--- src/rtl/lane_sram_pkg.sv ---
package lane_sram_pkg;
  typedef enum logic [1:0] {
    PH_AWAKE   = 2'd0,
    PH_ENTER   = 2'd1,
    PH_ASLEEP  = 2'd2,
    PH_RECOVER = 2'd3
  } slp_phase_e;

  localparam int unsigned LANE_W = 9;
endpackage

--- src/rtl/sleep_sync.sv ---
module sleep_sync #(
  parameter int unsigned STAGES = 2
) (
  input  logic clk_i,
  input  logic rst_ni,
  input  logic async_i,
  output logic sync_o
);
  logic [STAGES-1:0] sh_q;

  always_ff @(posedge clk_i or negedge rst_ni) begin
    if (!rst_ni) sh_q <= '0;
    else         sh_q <= {sh_q[STAGES-2:0], async_i};
  end

  assign sync_o = sh_q[STAGES-1];
endmodule

--- src/rtl/sleep_seq.sv ---
module sleep_seq
  import lane_sram_pkg::*;
#(
  parameter int unsigned ENTER_CYC = 2,
  parameter int unsigned REC_CYC   = 2
) (
  input  logic clk_i,
  input  logic rst_ni,
  input  logic req_i,
  output logic ready_o,
  output logic entry_o,
  output logic recov_o,
  output logic asleep_o
);
  localparam int unsigned MAXC = (ENTER_CYC > REC_CYC) ? ENTER_CYC : REC_CYC;
  localparam int unsigned CW   = (MAXC < 2) ? 1 : $clog2(MAXC);
  localparam logic [CW-1:0] ENT_LAST = CW'(ENTER_CYC - 1);
  localparam logic [CW-1:0] REC_LAST = CW'(REC_CYC - 1);

  slp_phase_e    phase_q;
  logic [CW-1:0] cnt_q;

  always_ff @(posedge clk_i or negedge rst_ni) begin
    if (!rst_ni) begin
      phase_q <= PH_AWAKE;
      cnt_q   <= '0;
    end else begin
      unique case (phase_q)
        PH_AWAKE: if (req_i) begin
          phase_q <= PH_ENTER;
          cnt_q   <= '0;
        end
        PH_ENTER: if (cnt_q == ENT_LAST) phase_q <= PH_ASLEEP;
                  else                   cnt_q   <= cnt_q + 1'b1;
        PH_ASLEEP: if (!req_i) begin
          phase_q <= PH_RECOVER;
          cnt_q   <= '0;
        end
        PH_RECOVER: if (cnt_q == REC_LAST) phase_q <= PH_AWAKE;
                    else                   cnt_q   <= cnt_q + 1'b1;
        default: phase_q <= PH_AWAKE;
      endcase
    end
  end

  // request already seen in the awake phase counts as entry start
  assign ready_o  = (phase_q == PH_AWAKE) && !req_i;
  assign entry_o  = ((phase_q == PH_AWAKE) && req_i) || (phase_q == PH_ENTER);
  assign recov_o  = (phase_q == PH_RECOVER);
  assign asleep_o = (phase_q == PH_ASLEEP) || (phase_q == PH_RECOVER);

  assert_entry_len_R4: assert property (@(posedge clk_i) disable iff (!rst_ni)
    $rose(asleep_o) |-> ($past(phase_q) == PH_ENTER) && ($past(cnt_q) == ENT_LAST));

  assert_recover_len_R5: assert property (@(posedge clk_i) disable iff (!rst_ni)
    $fell(asleep_o) |-> ($past(phase_q) == PH_RECOVER) && ($past(cnt_q) == REC_LAST));
endmodule

--- src/rtl/lane_ram.sv ---
module lane_ram #(
  parameter int unsigned W  = 9,
  parameter int unsigned AW = 6
) (
  input  logic          clk_i,
  input  logic          rst_ni,
  input  logic          we_i,
  input  logic [AW-1:0] addr_i,
  input  logic [W-1:0]  wdata_i,
  output logic [W-1:0]  rdata_o
);
  localparam int unsigned DEPTH = 1 << AW;

  logic [W-1:0] mem_q [DEPTH];

  always_ff @(posedge clk_i) begin
    if (we_i) mem_q[addr_i] <= wdata_i;
  end

  assign rdata_o = mem_q[addr_i];

  // lane holds its word on any cycle without a lane write
  assert_lane_hold_R6: assert property (@(posedge clk_i) disable iff (!rst_ni)
    !we_i |=> (addr_i != $past(addr_i)) || (rdata_o == $past(rdata_o)));
endmodule

--- src/rtl/lane_sram_sleep.sv ---
module lane_sram_sleep
  import lane_sram_pkg::*;
#(
  parameter int unsigned LANES     = 4,
  parameter int unsigned ADDR_W    = 6,
  parameter int unsigned SYNC_FF   = 2,
  parameter int unsigned ENTER_CYC = 2,
  parameter int unsigned REC_CYC   = 2
) (
  input  logic                      clk_i,
  input  logic                      rst_ni,
  input  logic                      sleep_i,
  input  logic                      cs_i,
  input  logic                      strb_a_i,
  input  logic                      strb_b_i,
  input  logic                      wr_ni,
  input  logic [LANES-1:0]          bw_ni,
  input  logic [ADDR_W-1:0]         addr_i,
  input  logic [LANES*LANE_W-1:0]   wdata_i,
  output logic [LANES*LANE_W-1:0]   rdata_o,
  output logic                      asleep_o,
  output logic                      err_o
);
  localparam int unsigned DW = LANES * LANE_W;

  logic req_sync, ready, entry, recov;
  logic acc, rd_acc, wr_acc, err_d;
  logic [LANES-1:0] lane_we;
  logic [DW-1:0]    word;
  logic [DW-1:0]    rdata_q;
  logic             err_q;

  sleep_sync #(.STAGES(SYNC_FF)) u_sync (
    .clk_i  (clk_i),
    .rst_ni (rst_ni),
    .async_i(sleep_i),
    .sync_o (req_sync)
  );

  sleep_seq #(.ENTER_CYC(ENTER_CYC), .REC_CYC(REC_CYC)) u_seq (
    .clk_i   (clk_i),
    .rst_ni  (rst_ni),
    .req_i   (req_sync),
    .ready_o (ready),
    .entry_o (entry),
    .recov_o (recov),
    .asleep_o(asleep_o)
  );

  assign acc    = cs_i && (strb_a_i || strb_b_i);
  assign rd_acc = ready && acc && wr_ni;
  assign wr_acc = ready && acc && !wr_ni;
  assign err_d  = (entry && cs_i) || (recov && (cs_i || strb_a_i || strb_b_i));

  for (genvar g = 0; g < LANES; g++) begin : g_lane
    assign lane_we[g] = wr_acc && !bw_ni[g];
    lane_ram #(.W(LANE_W), .AW(ADDR_W)) u_ram (
      .clk_i  (clk_i),
      .rst_ni (rst_ni),
      .we_i   (lane_we[g]),
      .addr_i (addr_i),
      .wdata_i(wdata_i[g*LANE_W +: LANE_W]),
      .rdata_o(word[g*LANE_W +: LANE_W])
    );
  end

  always_ff @(posedge clk_i or negedge rst_ni) begin
    if (!rst_ni) begin
      rdata_q <= '0;
      err_q   <= 1'b0;
    end else begin
      rdata_q <= rd_acc ? word : '0;
      err_q   <= err_d;
    end
  end

  assign rdata_o = rdata_q;
  assign err_o   = err_q;

  assert_rdata_quiet_R9: assert property (@(posedge clk_i) disable iff (!rst_ni)
    asleep_o |-> (rdata_o == '0));

  assert_err_blocked_R8: assert property (@(posedge clk_i) disable iff (!rst_ni)
    err_o |-> !$past(ready));

  assert_read_no_write_R1: assert property (@(posedge clk_i) disable iff (!rst_ni)
    wr_ni |-> (lane_we == '0));
endmodule

--- config.mk ---
export PLATFORM = sky130hd
export DESIGN_NAME = lane_sram_sleep
export DESIGN_NICKNAME = d
export VERILOG_FILES = /design/src/rtl/lane_sram_pkg.sv /design/src/rtl/sleep_sync.sv /design/src/rtl/sleep_seq.sv /design/src/rtl/lane_ram.sv /design/src/rtl/lane_sram_sleep.sv
export SDC_FILE = /design/constraint.sdc
export NUM_CORES = 2
export LEC_CHECK = 0
export BUFFER_PORTS_ARGS = -buffer_cell sky130_fd_sc_hd__buf_2
export CAP_MARGIN = 25
export CORE_UTILIZATION = 45
export CTS_CLUSTER_DIAMETER = 150
export DETAILED_ROUTE_END_ITERATION = 6
export PLACE_DENSITY = 0.7
export SLEW_MARGIN = 20
export SYNTH_ARGS = -nofsm -noshare
export SYNTH_HDL_FRONTEND = slang
export SYNTH_SLANG_ARGS = --single-unit
--- constraint.sdc ---
create_clock -name clk_i -period 2.9 [get_ports clk_i]
set_input_delay 0.58 -clock clk_i [delete_from_list [all_inputs] [get_ports clk_i]]
set_output_delay 0.58 -clock clk_i [all_outputs]
set_load 0.05 [all_outputs]
Word level (Yosys, flattened, before mapping):

Memories as Yosys holds them, arrays and structs flattened.
Index checks and enable logic that the tools add are counted.

* add/subtract/negate cells: 1
* equality and inequality tests: 7
* multiplexer cells: 18
* reduce and logical (&&, ||, !) cells: 28

Operators by type and width (count)
* $mux W36: 1
* $logic_and A1 B1 Y1: 12
* $mux W1: 11
* $mux W2: 4
* $pmux W2 S4: 1
* $logic_not A1 Y1: 6
* $logic_or A1 B1 Y1: 6
* $eq A2 B2 Y1 const B: 2
* $ne A2 B1 Y1 const B: 2
* $ne A2 B2 Y1 const B: 2
* $reduce_and A4 Y1: 1
* $pmux W1 S3: 1
* $eq A2 B1 Y1 const B: 1
* $logic_not A2 Y1: 1
* $reduce_and A2 Y1: 1
* $reduce_or A2 Y1: 1
* $add A1 B1 Y1 const B: 1

* bits in registers: 42
* memory bits (writable): 2304
* input port bits: 53
* output and inout port bits: 38
* memories kept: 4

Memory list
* g_lane[0].u_ram.mem_q: words 64, bits a word 9, read ports 1, clocked after memory_dff 0, write ports 1, RTL line lane_ram.sv:14 `logic [W-1:0] mem_q [DEPTH];`
* g_lane[1].u_ram.mem_q: words 64, bits a word 9, read ports 1, clocked after memory_dff 0, write ports 1, RTL line lane_ram.sv:14
* g_lane[2].u_ram.mem_q: words 64, bits a word 9, read ports 1, clocked after memory_dff 0, write ports 1, RTL line lane_ram.sv:14
* g_lane[3].u_ram.mem_q: words 64, bits a word 9, read ports 1, clocked after memory_dff 0, write ports 1, RTL line lane_ram.sv:14

Logic depth before layout (Yosys ltp):

* depth after elaboration: 7
* depth in mapped cells: 11
* mapped depth without buffers: 8

Modules after synthesis:

Synthesis repeated with hierarchy kept, for this count alone.

* cell total of the unflattened synthesis: 5386
* area total of the unflattened synthesis: 91529.0 um^2

Modules (own cells, without submodules)
* lane_ram: times used 4, cells an instance 1319, area an instance 22496.6 um^2, seq. area each 17296.6 um^2
* lane_sram_sleep: times used 1, cells an instance 85, area an instance 1265.0 um^2, seq. area each 925.9 um^2
* sleep_seq: times used 1, cells an instance 23, area an instance 227.7 um^2, seq. area each 75.1 um^2
* sleep_sync: times used 1, cells an instance 2, area an instance 50.0 um^2, seq. area each 50.0 um^2

Least setup slack after synthesis:

Ideal clock, no wire load.

* path kind: input-to-reg
* start point: input addr_i[3]
* end point: memory g_lane[0].u_ram.mem_q[28][0] (enable)
* setup time: 0.374 ns
* data arrival time: 2.233 ns
* data required time: 2.526 ns
* slack: 0.293 ns
* stages on the path: 7
* buffers on the path: 4
* cell sequence: buf_2 > clkbuf_1 > and2_1 > clkbuf_1 > clkbuf_1 > nand2_1 > nor2_1

RTL lines
* start: declaration: RTL line lane_sram_sleep.sv:18 `input logic [ADDR_W-1:0] addr_i,`
* end: declaration: RTL line lane_ram.sv:14

No word-level cell before the write port.

Worst setup path in the final report:

* start point: register u_seq.phase_q[0]
* end point: memory g_lane[0].u_ram.mem_q[62][8] (enable)

* cells in the longest elaborated chain, start to end: 7

Ends and longest elaborated chain
* start: declaration: RTL line sleep_seq.sv:20 `slp_phase_e phase_q;`
* start signal: assignment: RTL line sleep_seq.sv:25 `phase_q <= PH_AWAKE;`
* start signal: assignment: RTL line sleep_seq.sv:30 `phase_q <= PH_ENTER;`
* start signal: assignment: RTL line sleep_seq.sv:33 `PH_ENTER: if (cnt_q == ENT_LAST) phase_q <= PH_ASLEEP;`
* $logic_not A2 Y1: RTL line sleep_seq.sv:47 `assign ready_o = (phase_q == PH_AWAKE) && !req_i;`
* $logic_and A1 B1 Y1: RTL line sleep_seq.sv:47
* $logic_and A1 B1 Y1 (2 in a row): RTL line lane_sram_sleep.sv:52 `assign wr_acc = ready && acc && !wr_ni;`
* $logic_and A1 B1 Y1: RTL line lane_sram_sleep.sv:56 `assign lane_we[g] = wr_acc && !bw_ni[g];`
* $mux W1: RTL line lane_ram.sv:17 `if (we_i) mem_q[addr_i] <= wdata_i;`
* $mux W1 (implied by the code): RTL line lane_ram.sv:17

No other way between the ends.

==> summary.log <==
[hold_path] worst hold path type in2reg
[synth] register bit count reported by yosys 2346
[timing] time the final worst path needs with I/O delays and setup 2.77 ns
[detailed_routing] routed vias 57300
[timing] Worst Max-Slew Pin Slew 1.15 ns
[detailed_routing] Detail Route Antenna Nets 0
[detailed_routing] WL/cell 33.4 µm
[placed_design] gp weighted congestion 0.953
[power] Max VDD drop 598 µV
[floorplan] die extent in y 448 µm
[power] power density of the placed cells 659 mW/mm²
[layout] post-route cell area 0.106 mm²
[power] leak pwr 34.4 nW
[setup_path] Crit Path Category reg2reg
[synth] Post-synth ARST share 1.79%
[synth] predominant post-synthesis flop cell sky130_fd_sc_hd__edfxtp_1
[floorplan] Die Area 0.201 mm²
[clock_tree] maximum count of clock buffers along a single path 3
[timing] number of max-slew violations in the final report 0
[detailed_routing] DR DRC count 0
[floorplan] number of standard-cell rows in the floorplan 163
[setup_path] Critical Path End Type register
[grt] vias in the first global route 54500
[clock_tree] CTS root buffer sky130_fd_sc_hd__clkbuf_16
[synth] synthesized area divided by synthesized cell count 17.1 µm²
[layout] area taken by flip-flops and latches 0.0702 mm²
[setup_path] arrival time reported for the critical path endpoint 3.30 ns
[clock_tree] worst-skew pair later-pin latency 0.86 ns
[clock_tree] setup bufs post-CTS 0
[layout] combined area of the multi-input logic cells 0.0175 mm²
[timing] Highest Clock Rate 0.360 GHz
[layout] final cell utilization of the core 53.9%
[detailed_routing] number of DRC markers after the initial detailed-route iteration 9444
[synth] count of distinct cell types in the synthesized netlist 59
[grt] pin count of the biggest net entering global routing 65
[setup_path] Req. time, crit path 3.42 ns
[layout] Area growth, synth to finish 18.7%
[setup_path] Worst setup SP type register
[timing] Final Hold Violating Endpoints 0
[timing] post-route worst hold slack 0.0863 ns
[placed_design] HPWL after DPL 197000 µm
[synth] Synthesized Nets 5286
[timing] final setup slack of the worst path 0.125 ns
[floorplan] Starting Density 45.4%
[synth] number of enable-type register cells in the synthesized netlist 2304
[placed_design] count of buffers inserted at the top-level ports 90
[timing] Final TNS setup 0 ns
[synth] share of synthesized area occupied by flip-flops and latches 78.3%
[clock_tree] clock net sink count 2346
[layout] Fill cells 15200
[clock_tree] CTS H-Tree Depth 4
[clock_tree] CTS tree yes
[synth] synthesized cell area 0.0897 mm²
[grt] antenna violations before repair 32
[setup_path] top fanout value on the critical path 64
[synth] Ys Warns 0
[status] result of the run completed
[synth] post-synthesis cell count 5229
[grt] overall fraction of global-route tracks in use 28.9%
[timing] Max transition margin 23.0%
[run] number of max-cap violations 0
[detailed_routing] Vias/cell 6.52
[power] power after layout 70.1 mW
[timing] RSZ-0062 raised after global routing no
[layout] share of post-route cells with drive strength above 1 22.6%
[detailed_routing] routed wire length 293000 µm
[floorplan] Core ar. 0.198 mm²
[grt] first-pass GRT wire length 409000 µm
[detailed_routing] Pre-Repair DR Iteration Count 7
[layout] final cell count without fillers 8784
[placed_design] worst-case setup slack after placement -0.488 ns
[timing] Clock Skews 0.0562 ns
[floorplan] count of pins on the block boundary 91
[grt] gr ovfl total 0
[floorplan] horizontal die dimension 448 µm
[placed_design] total instance count after detailed placement 8340
[layout] Total Nets Final 5984
[clock_tree] clock transition time at the flip-flop clock pins of the worst setup and hold paths 0.06 ns
[placed_design] cell area after placement 0.0993 mm²
[clock_tree] number of buffers inserted during clock tree synthesis 220
[timing] number of endpoints failing setup at the final stage 0
[timing] final worst-path cycle share 95.7%
[layer usage]
layer | global-route usage, % | vias up | wire, µm
li1 | - | 23100 | -
met1 | 38.6 | 28900 | 105000
met2 | 43.1 | 4527 | 131000
met3 | 7.50 | 768 | 40400
met4 | 16.1 | 28 | 17500
met5 | 0 | - | 173
[kinds of logic after synthesis]
kind of cell	after synthesis	share of synthesized area, %
simple gates	706	3.26
compound gates	1497	12.5
buf+inv	426	2.34
flops	2346	78.3
fa+ha+maj	4	0.0558
mux	250	3.50
[critical path: stages, from the launching register on]
cell and delay, ns:
sky130_fd_sc_hd__dfrtp_1 0.40, sky130_fd_sc_hd__inv_1 0.11, sky130_fd_sc_hd__ha_1 0.21, sky130_fd_sc_hd__nor2b_1 0.18, sky130_fd_sc_hd__o21ai_0 0.10, sky130_fd_sc_hd__nor2_1 0.15
sky130_fd_sc_hd__nor2b_2 0.30, sky130_fd_sc_hd__nand2b_2 0.12, sky130_fd_sc_hd__buf_12 0.18, sky130_fd_sc_hd__nor2_1 0.39, sky130_fd_sc_hd__buf_12 0.21
[cell usage in the layout (no fill, tap or decap), types with 75 or more instances in the layout]
cell type                   instances
sky130_fd_sc_hd__buf_4            659
sky130_fd_sc_hd__mux2i_1          122
sky130_fd_sc_hd__nor2_1           388
sky130_fd_sc_hd__edfxtp_1        2304
sky130_fd_sc_hd__a21oi_1          126
sky130_fd_sc_hd__a22oi_1          385
sky130_fd_sc_hd__a22o_1            75
sky130_fd_sc_hd__clkbuf_16        222
sky130_fd_sc_hd__o21ai_0          119
sky130_fd_sc_hd__nand2_1          170
sky130_fd_sc_hd__a221oi_1         349
sky130_fd_sc_hd__o22ai_1          138
sky130_fd_sc_hd__buf_2             87
sky130_fd_sc_hd__buf_12           141
sky130_fd_sc_hd__mux2_2            84
sky130_fd_sc_hd__nor3_1            81
[power breakdown]
group / internal [mW] / switching, mW / leakage, nW
Clock: 15.5 / 12.7 / 3.42
Combinational: 1.50 / 3.08 / 9.74
Sequential: 37.3 / 0.0575 / 21.3
[state kept, by name, indices dropped and copies added, names as in the netlist]
signal and cells:
u_seq.cnt_q 1, g_lane.u_ram.mem_q 2304, rdata_o 36, err_o 1
u_sync.sh_q 2, u_seq.phase_q 2
[layout make-up]
class	instances	share of cell area [%]
tap	2640	3.10
clock inverter	122	1.07
sequential	2346	66.0
clock buffer	292	5.54
antenna	25	0.0588
timing repair buffer	895	7.80
multi-input combinational	2457	16.4
inverter	7	0.0317
[what timing repair did]
item | CTS | global route
endpoints found under the setup margin | 0 | 95
resized for setup | 0 | 1
endpoints found under the hold margin | 20 | 0
hold buffers | 5 | 0
[cells in the mapped netlist, drive strengths merged, types with 7 or more instances]
library cell / instances / area, µm²
a2111oi: 13 / 114
a211o: 16 / 140
a211oi: 14 / 105
a21oi: 126 / 631
a221o: 32 / 320
a221oi: 349 / 3060
a222oi: 25 / 250
a22o: 75 / 657
a22oi: 385 / 2890
a31oi: 70 / 438
buf: 255 / 1450
clkbuf: 164 / 616
dfrtp: 42 / 1050
edfxtp: 2304 / 69200
inv: 7 / 26.3
mux2: 86 / 972
mux2i: 122 / 1220
mux4: 42 / 946
nand2: 171 / 642
nand2b: 10 / 62.6
nand3: 7 / 35.0
nor2: 398 / 1500
nor2b: 10 / 70.1
nor3: 82 / 410
o2111a: 11 / 124
o21ai: 133 / 666
o221a: 12 / 135
o221ai: 52 / 455
o22ai: 138 / 863
o31ai: 13 / 97.6
o32ai: 9 / 78.8
[worst paths after layout]
kind,start,slack (ns),cells after the start,to
max,u_seq.phase_q[0],0.13,10,g_lane[0].u_ram.mem_q[62][8]
min,wdata_i[3],0.09,1,g_lane[0].u_ram.mem_q[7][3]
max reg2reg,u_seq.phase_q[0],0.13,10,g_lane[0].u_ram.mem_q[62][8]
min reg2reg,u_sync.sh_q[0],0.35,0,u_sync.sh_q[1]
max in group asynchronous,rst_ni,1.84,3,rdata_o[31]
min in group asynchronous,rst_ni,0.32,2,rdata_o[12]
Power figures use the tool's default switching activity.
